$ cat src/rtl/tdm_iq_pkg.sv
package tdm_iq_pkg;
  localparam int MAX_CH = 8;
  localparam int CH_W   = $clog2(MAX_CH);
  localparam int DIV_W  = 8;
  localparam int FLEN_W = 8;

  // settings in force for one transfer interval
  typedef struct packed {
    logic [DIV_W-1:0]  div;
    logic [FLEN_W-1:0] flen;
    logic [CH_W-1:0]   last_ch;
    logic [CH_W-1:0]   sync_slot;
    logic              clk_inv;
  } tdm_cfg_t;
endpackage

$ cat src/rtl/tdm_rate_gen.sv
module tdm_rate_gen
  import tdm_iq_pkg::*;
(
  input  logic             clk,
  input  logic             rst_n,
  input  logic             run,
  input  logic [DIV_W-1:0] div,
  input  logic             clk_inv,
  output logic             tick,
  output logic             launch,
  output logic             oclk
);
  localparam int PH_W = DIV_W + 1;

  logic [PH_W-1:0] ph;
  logic [PH_W-1:0] ph_last;
  logic [PH_W-1:0] div_ext;

  assign div_ext = {1'b0, div};
  assign ph_last = {div, 1'b0} - PH_W'(1);
  assign tick    = run && (ph == ph_last);
  assign launch  = run && (ph == '0);

  // phase 0 is the launch point; the clock toggles again at phase div
  always_ff @(posedge clk or negedge rst_n) begin
    if (!rst_n) begin
      ph   <= '0;
      oclk <= 1'b0;
    end else if (run) begin
      ph   <= tick ? '0 : ph + PH_W'(1);
      oclk <= clk_inv ? (ph < div_ext) : (ph >= div_ext);
    end
  end
endmodule

$ cat src/rtl/tdm_frame_ctrl.sv
module tdm_frame_ctrl
  import tdm_iq_pkg::*;
#(
  parameter int NUM_CH = MAX_CH
)(
  input  logic              clk,
  input  logic              rst_n,
  input  tdm_cfg_t          cfg_in,
  input  logic              tick,
  output logic              run,
  output tdm_cfg_t          cfg_act,
  output logic [FLEN_W-1:0] slot,
  output logic              cap_evt,
  output logic              captured
);
  logic [CH_W-1:0]   last_ch_s;
  logic [FLEN_W-1:0] nch_ext;
  tdm_cfg_t          cfg_s;
  logic              last_slot;
  logic              load;

  generate
    if (NUM_CH < MAX_CH) begin : g_clamp_ch
      assign last_ch_s = (cfg_in.last_ch > CH_W'(NUM_CH - 1)) ?
                         CH_W'(NUM_CH - 1) : cfg_in.last_ch;
    end else begin : g_full_ch
      assign last_ch_s = cfg_in.last_ch;
    end
  endgenerate

  assign nch_ext = FLEN_W'(last_ch_s) + FLEN_W'(1);

  // sanitise settings before they enter the shadow register
  always_comb begin
    cfg_s.div       = (cfg_in.div == '0) ? DIV_W'(1) : cfg_in.div;
    cfg_s.flen      = (cfg_in.flen < nch_ext) ? nch_ext : cfg_in.flen;
    cfg_s.last_ch   = last_ch_s;
    cfg_s.sync_slot = (cfg_in.sync_slot > last_ch_s) ? '0 : cfg_in.sync_slot;
    cfg_s.clk_inv   = cfg_in.clk_inv;
  end

  assign last_slot = (slot == cfg_act.flen - FLEN_W'(1));
  assign cap_evt   = run && tick && last_slot;
  assign load      = !run || cap_evt;

  always_ff @(posedge clk or negedge rst_n) begin
    if (!rst_n) begin
      run      <= 1'b0;
      cfg_act  <= '0;
      slot     <= '0;
      captured <= 1'b0;
    end else begin
      run <= 1'b1;
      if (load) begin
        cfg_act <= cfg_s;
        slot    <= '0;
      end else if (tick) begin
        slot <= slot + FLEN_W'(1);
      end
      if (cap_evt) captured <= 1'b1;
    end
  end
endmodule

$ cat src/rtl/tdm_word_mux.sv
module tdm_word_mux
  import tdm_iq_pkg::*;
#(
  parameter int NUM_CH = MAX_CH,
  parameter int SAMP_W = 16,
  localparam int WORD_W = 2 * SAMP_W,
  localparam int BUS_W  = NUM_CH * SAMP_W
)(
  input  logic                     clk,
  input  logic                     rst_n,
  input  logic [BUS_W-1:0]         ch_i,
  input  logic [BUS_W-1:0]         ch_q,
  input  logic                     cap_evt,
  input  logic                     launch,
  input  logic                     captured,
  input  logic [FLEN_W-1:0]        slot,
  input  logic [CH_W-1:0]          last_ch,
  input  logic [CH_W-1:0]          sync_slot,
  output logic [WORD_W-1:0]        out_data,
  output logic                     out_sync,
  output logic [NUM_CH*WORD_W-1:0] snap_flat
);
  logic [WORD_W-1:0] in_word [NUM_CH];
  logic [WORD_W-1:0] snap    [NUM_CH];
  logic [CH_W-1:0]   sel;

  generate
    for (genvar c = 0; c < NUM_CH; c++) begin : g_ch
      assign in_word[c] = {ch_i[c*SAMP_W +: SAMP_W], ch_q[c*SAMP_W +: SAMP_W]};
      assign snap_flat[c*WORD_W +: WORD_W] = snap[c];
    end
  endgenerate

  // idle slots past the last channel re-send the last channel's word
  always_comb begin
    if (slot > FLEN_W'(last_ch)) sel = last_ch;
    else                         sel = slot[CH_W-1:0];
  end

  always_ff @(posedge clk or negedge rst_n) begin
    if (!rst_n) begin
      for (int c = 0; c < NUM_CH; c++) snap[c] <= '0;
    end else if (cap_evt) begin
      for (int c = 0; c < NUM_CH; c++) snap[c] <= in_word[c];
    end
  end

  always_ff @(posedge clk or negedge rst_n) begin
    if (!rst_n) begin
      out_data <= '0;
      out_sync <= 1'b0;
    end else if (launch && captured) begin
      out_data <= snap[sel];
      out_sync <= (slot == FLEN_W'(sync_slot));
    end
  end
endmodule

$ cat src/rtl/tdm_iq_mux.sv
module tdm_iq_mux
  import tdm_iq_pkg::*;
#(
  parameter int NUM_CH = MAX_CH,
  parameter int SAMP_W = 16,
  localparam int WORD_W = 2 * SAMP_W,
  localparam int BUS_W  = NUM_CH * SAMP_W
)(
  input  logic              clk,
  input  logic              rst_n,
  input  logic [DIV_W-1:0]  cfg_div,
  input  logic [FLEN_W-1:0] cfg_frame_len,
  input  logic [CH_W-1:0]   cfg_last_ch,
  input  logic [CH_W-1:0]   cfg_sync_slot,
  input  logic              cfg_clk_inv,
  input  logic [BUS_W-1:0]  ch_i,
  input  logic [BUS_W-1:0]  ch_q,
  output logic              out_clk,
  output logic              out_sync,
  output logic [WORD_W-1:0] out_data
);
  tdm_cfg_t                 cfg_in;
  tdm_cfg_t                 cfg_act;
  logic                     run;
  logic                     tick;
  logic                     launch;
  logic                     cap_evt;
  logic                     captured;
  logic [FLEN_W-1:0]        slot;
  logic [FLEN_W-1:0]        act_flen;
  logic [NUM_CH*WORD_W-1:0] snap_flat;

  assign cfg_in.div       = cfg_div;
  assign cfg_in.flen      = cfg_frame_len;
  assign cfg_in.last_ch   = cfg_last_ch;
  assign cfg_in.sync_slot = cfg_sync_slot;
  assign cfg_in.clk_inv   = cfg_clk_inv;
  assign act_flen         = cfg_act.flen;

  tdm_frame_ctrl #(.NUM_CH(NUM_CH)) u_frame (
    .clk      (clk),
    .rst_n    (rst_n),
    .cfg_in   (cfg_in),
    .tick     (tick),
    .run      (run),
    .cfg_act  (cfg_act),
    .slot     (slot),
    .cap_evt  (cap_evt),
    .captured (captured)
  );

  tdm_rate_gen u_rate (
    .clk     (clk),
    .rst_n   (rst_n),
    .run     (run),
    .div     (cfg_act.div),
    .clk_inv (cfg_act.clk_inv),
    .tick    (tick),
    .launch  (launch),
    .oclk    (out_clk)
  );

  tdm_word_mux #(.NUM_CH(NUM_CH), .SAMP_W(SAMP_W)) u_mux (
    .clk       (clk),
    .rst_n     (rst_n),
    .ch_i      (ch_i),
    .ch_q      (ch_q),
    .cap_evt   (cap_evt),
    .launch    (launch),
    .captured  (captured),
    .slot      (slot),
    .last_ch   (cfg_act.last_ch),
    .sync_slot (cfg_act.sync_slot),
    .out_data  (out_data),
    .out_sync  (out_sync),
    .snap_flat (snap_flat)
  );
endmodule

$ cat config.mk
export PLATFORM = sky130hd
export DESIGN_NAME = tdm_iq_mux
export DESIGN_NICKNAME = d
export VERILOG_FILES = /design/src/rtl/tdm_iq_pkg.sv /design/src/rtl/tdm_rate_gen.sv /design/src/rtl/tdm_frame_ctrl.sv /design/src/rtl/tdm_word_mux.sv /design/src/rtl/tdm_iq_mux.sv
export SDC_FILE = /design/constraint.sdc
export NUM_CORES = 1
export LEC_CHECK = 0
export BUFFER_PORTS_ARGS = -buffer_cell sky130_fd_sc_hd__buf_2
export CORE_MARGIN = 8
export CORE_UTILIZATION = 53
export DETAILED_ROUTE_END_ITERATION = 6
export PLACE_DENSITY = 0.8
export SETUP_SLACK_MARGIN = 0.4
export SLEW_MARGIN = 20
export SYNTH_ARGS = -nofsm -noshare
export SYNTH_HDL_FRONTEND = slang
export SYNTH_SLANG_ARGS = --single-unit
$ cat constraint.sdc
create_clock -name clk -period 3.7 [get_ports clk]
set_input_delay 0.74 -clock clk [delete_from_list [all_inputs] [get_ports clk]]
set_output_delay 0.74 -clock clk [all_outputs]
set_load 0.01 [all_outputs]
### After elaboration in Yosys (flattened, before gate mapping)

Index checks and enable logic that the tools add are counted.

| word-level totals | value |
|---|---|
| output and inout bits | 34 |
| bits in read-only memories | 0 |
| bits in latches | 0 |
| RAM bits | 0 |
| memories | 0 |
| word-level logic and storage cells | 56 |
| bits of input ports | 281 |
| register bits after elaboration | 332 |

| operators by class | value |
|---|---|
| order comparisons | 6 |
| add/subtract/negate cells | 5 |
| multipliers | 0 |
| shifts and indexed selects | 0 |
| eq/ne operators | 3 |
| divide/modulo/power cells | 0 |
| reductions and logical operators | 10 |
| muxes and demuxes | 11 |
| bitwise gates (word level) | 1 |

Operators by type and width:

| operator | count |
|---|---|
| 32-bit binary-select mux with 3-bit select | 1 |
| 32-bit 2-to-1 mux | 2 |
| 8-bit 2-to-1 mux | 4 |
| 9-bit by 1-bit adder with 9-bit output, second input constant | 1 |
| 9-bit == test | 1 |
| 9-bit by 8-bit >= comparator with 1-bit output | 1 |
| 9-bit zero test | 1 |
| 9-bit by 8-bit < comparator with 1-bit output | 1 |
| 9-bit 2-to-1 mux | 1 |
| 9-bit by 1-bit subtractor with 9-bit output, second input constant | 1 |
| 8-bit by 1-bit adder with 8-bit output, second input constant | 1 |
| 8-bit by 3-bit == test with 1-bit output | 1 |
| 8-bit == test | 1 |
| 8-bit by 3-bit greater-than comparator with 1-bit output | 1 |
| 8-bit zero test | 1 |
| 8-bit < comparator | 1 |
| 8-bit by 1-bit subtractor with 8-bit output, second input constant | 1 |
| 3-bit 2-to-1 mux | 2 |
| 1-bit logical AND | 5 |
| 3-bit by 1-bit adder with 4-bit output, second input constant | 1 |
| 4-bit >= comparator, second input constant | 1 |
| 3-bit inverter with 4-bit output | 1 |
| 3-bit greater-than comparator | 1 |
| 2-bit nonzero test | 1 |
| other kinds (3) | 3 |

### Logic depth before layout (Yosys ltp)

| depth | value |
|---|---|
| word-level depth | 7 |
| depth in mapped cells | 12 |
| depth with buffers taken out | 9 |

### Modules after synthesis

Synthesis repeated with hierarchy kept, for this count alone.

| unflattened totals | value |
|---|---|
| cells, all modules | 1462 |
| area, all modules | 17155.2 um^2 |

Modules (own cells, without submodules):

| module | times used | area an instance (um^2) | cells each | sequential area each (um^2) |
|---|---|---|---|---|
| tdm_word_mux | 1 | 13751.9 | 1066 | 7231.9 |
| tdm_frame_ctrl | 1 | 2453.6 | 286 | 825.8 |
| tdm_rate_gen | 1 | 949.7 | 110 | 250.2 |

### Worst setup path after synthesis

OpenSTA, ideal clock, no wires.

| timing path | value |
|---|---|
| kind | register to register |
| start point | reg u_frame.cfg_act[7] (netlist name) |
| end point | reg u_mux.snap (netlist bit u_mux.snap_flat[100]) |
| setup time | 127 ps |
| data required time | 3573 ps |
| buffers on the path | 2 |
| stages on the path, launching flop included | 11 |
| path slack | 589 ps |
| arrival | 2984 ps |
| clock period less this slack | 3111 ps |
| path through | dfrtp_1 > inv_1 > ha_1 > or3b_1 > or4_4 > a2111oi_4 > nand4_4 > nor2_8 > buf_8 > buf_8 > mux2_1 |

| on the way | value |
|---|---|
| word-level cells in the longest chain between the ends | 3 |

Ends and longest elaborated chain:

| item | line | source |
|---|---|---|
| 8-bit by 1-bit subtractor with 8-bit output | tdm_frame_ctrl.sv:42 | `assign last_slot = (slot == cfg_act.flen - FLEN_W'(1));` |
| 8-bit == test | tdm_frame_ctrl.sv:42 |  |
| 1-bit logical AND | tdm_frame_ctrl.sv:43 | `assign cap_evt = run && tick && last_slot;` |
| end, declared | tdm_word_mux.sv:24 | `logic [WORD_W-1:0] snap [NUM_CH];` |

No other way between the ends.
A chain may end at the register's enable or synchronous reset.

### Worst setup path in the final report

| timing path | value |
|---|---|
| start point | reg u_frame.cfg_act[8] (netlist name) |
| end point | reg u_frame.cfg_act[17] (netlist name) |

| on the way | value |
|---|---|
| word-level cells in the longest chain between the ends | 4 |

Ends and longest elaborated chain:

| item | line | source |
|---|---|---|
| 8-bit by 1-bit subtractor with 8-bit output | tdm_frame_ctrl.sv:42 |  |
| 8-bit == test | tdm_frame_ctrl.sv:42 |  |
| 1-bit logical AND | tdm_frame_ctrl.sv:43 |  |
| 1-bit logical OR | tdm_frame_ctrl.sv:44 | `assign load = !run \|\| cap_evt;` |

No other way between the ends.

==> results.toml <==
[synthesis]
ys_seq_area_frac = 0.519
syn_area_per_cell_um2 = 13.2
async_flop_share = 1.00
synth_largest_area_cell = "dfrtp_1"
syn-num-nets = 1521
yosysWarnings = 0
synthesis.area_um2 = 16000
synth_top_area_share = 0.519
netlist_instances = 1217
ys.flop_type = "dfrtp_1"
ys_ff_latch = 332
synthTopCellsByArea = "dfrtp_1, mux2_1, mux4_2"
synth-edff-count = 0
synth_cell_types = 60

[grt]
grt_pass1_vias = 12800
gr-total-overflow = 0
grt_usage = 0.244
grt_first_pass_wirelength_mm = 69.8
antenna_found_initial = 10
grt_max_degree = 110

[placed_design]
place.detailed.hpwl_mm = 30.6
post-place-cells = 1887
gp_congestion = 0.840
io_buffer_count = 314

[clock_tree]
cts_tree = "yes"
hold_buffers = 0
clk_path_buf_depth = 3
clk-insertion-delay-late_ns = 0.52
cts.reportedPaths.clkPinSlew_ns = 0.06
cts_sinks = 332
clock-root-buffer = "clkbuf_16"
numCtsBuffers = 37
ctsHtreeMaxLevel = 2

[floorplanning]
initial_utilization = 0.539
fp.dieH_um = 190
row_count = 63
io_pins = 315
core_area_um2 = 29700
die_w_um = 190
die-area_um2 = 36000

[routing]
drc = 0
detail-route-antenna-nets = 0
drt_first_pass_iters = 5
vias_per_cell = 5.85
wl_per_cell_um = 22.5
num_vias = 11600
drt-total-wl_mm = 44.4
drt_iter0_drc = 685

[setup_path]
worstPathArrival_ns = 3.59
path_cells = "inv_2 -> ha_4 -> or3b_4 -> or4_4 -> a2111oi_4 -> nand4_4 -> buf_6 -> o21ai_4 -> buf_4 -> buf_16 -> mux2_2"
rr_worst_depth = 11
start_kind = "flip-flop"
cp_top_family = "simple AND/OR/NAND/NOR gates"
crit_type = "reg2reg"
end_kind = "flip-flop"
crit_buf_inv = 4
cp.required_ns = 4.10
r2r_slack_ns = 0.51
reg2reg_from = "u_frame.cfg_act[8]"
critPathMaxFanout = 11
cpMaxStageDelayCell = "a2111oi_4"
r2r-end = "u_frame.cfg_act[17]"
crit_path_max_incr_delay_ns = 0.47

[final_layout]
final_cell_mix = "dfrtp_1, buf_2, mux2_1"
area_growth_syn_to_layout_pct = 22.6
layout.nets = 1858
fin_util = 0.660
layout-drive-gt1-share = 0.338
instances_no_fill = 1976
n_fill_cell = 2136
final_common_cell = "dfrtp_1"

[timing]
hold_viol_final = 0
maxSlewViolCount = 0
fin_crit_sh = 0.862
slew_headroom = 0.425
tns_ns = 0
fin_skew_ns = 0.0136
tightest_slew_ns = 0.862
max_freq_ghz = 0.313
finalSetupViolCount = 0
min_period_ns = 3.19
rsz0062_at_grt = "no"

[min_path]
hp-class = "in2async"

[pwr]
power_leakage_nw = 10.1
power.total_mw = 8.19
ir_worst_vdd_v = 0.000306
powerDensity_nw_per_um2 = 418

[outcome]
status = "complete, no violations"

[run]
maxCapViolations = 0
[power breakdown]
| group | internal [mW] | total, mW | switching (mW) |
|---|---|---|---|
| registers | 3.71 | 3.82 | 0.112 |
| clock network | 2.18 | 3.61 | 1.44 |
| logic | 0.356 | 0.762 | 0.406 |
| total | 6.24 | 8.19 | 1.96 |
[state kept, by name, summed over array words and instances, names as in the netlist]
signal	flops
u_rate.oclk	1
u_frame.captured	1
u_mux.out_sync	1
u_rate.ph	9
u_mux.out_data	32
u_mux.snap_flat	256
u_frame.run	1
u_frame.cfg_act	23
u_frame.slot	8
[cells by family (layout without fill, tap and decap cells)]
family / after synthesis / in the layout / share of synthesized area
AO/OA/AOI/OAI: 148 / 148 / 0.0687
XOR/XNOR: 35 / 35 / 0.0192
adder cells (fa/ha/maj): 23 / 23 / 0.0180
buffers and inverters: 112 / 475 / 0.0439
flip-flops: 332 / 332 / 0.519
multiplexers: 315 / 315 / 0.243
other: 1 / 7 / 0.000234
AND/OR/NAND/NOR: 251 / 251 / 0.0878
[synthesized netlist by cell type (all sizes together), types with 3 or more instances]
cell / count
o31ai: 3
dfrtp: 332
mux4: 32
xnor2: 24
nor4: 6
nor3: 10
nand3: 114
nand4b: 4
buf: 39
nor2b: 4
inv: 29
a21oi: 12
o2111a: 32
clkbuf: 44
and3: 17
mux2: 271
nor4b: 3
xor2: 11
nand2: 15
o211ai: 3
nand2b: 33
or2: 3
or4: 7
a31oi: 4
a211o: 16
a21o: 3
nand4: 7
o21ai: 61
mux2i: 12
nor2: 21
ha: 23
o21a: 5
[how the worst max path moves through the flow]
stage                           endpoint  slack [ns]               start  cells past startpoint
finish               u_frame.cfg_act[17]        0.51  u_frame.cfg_act[8]                     11
floorplan           u_mux.snap_flat[100]        0.59  u_frame.cfg_act[7]                     10
global placement    u_mux.snap_flat[211]        0.31  u_frame.cfg_act[7]                     10
global route         u_frame.cfg_act[18]        0.40  u_frame.cfg_act[8]                     11
detailed placement  u_mux.snap_flat[180]        0.24  u_frame.cfg_act[7]                     10
CTS                 u_mux.snap_flat[212]        0.40  u_frame.cfg_act[8]                     10
[area by class of cell]
type | instances | area [um^2] | share of cell area
sequential | 332 | 8310 | 0.423
multi-input combinational | 773 | 7110 | 0.362
timing repair buffer | 381 | 2390 | 0.122
clock buffer | 57 | 1130 | 0.0578
tap | 390 | 488 | 0.0249
inverter | 29 | 109 | 0.00555
clock inverter | 8 | 73.8 | 0.00376
antenna | 6 | 15.0 | 0.000765
[per-layer routing]
metal | global-route usage | up-vias | routed length [um]
met2 | 0.397 | 403 | 21400
met3 | 0.0611 | 106 | 3060
li1 | - | 5161 | -
met5 | 0 | - | 49
met4 | 0.0989 | 8 | 1520
met1 | 0.311 | 5882 | 18300
[through the flow]
stage                     setup WS, ns  hold WS (ns)  cell area, um^2
after floorplan                  0.589         0.439            16000
after global placement           0.315         0.460            18200
after CTS                        0.404         0.328            19500
final                            0.510         0.288            19600
after detailed placement         0.242         0.466            18200
after global routing             0.402         0.352            19600
[timing repair]
item,in CTS,in global routing
setup endpoints to repair,226,203
pin swaps,3,5
cloned,2,1
buffers inserted,10,5
gates resized for setup,4,13
Note: power is estimated with default switching activity, not from simulation.
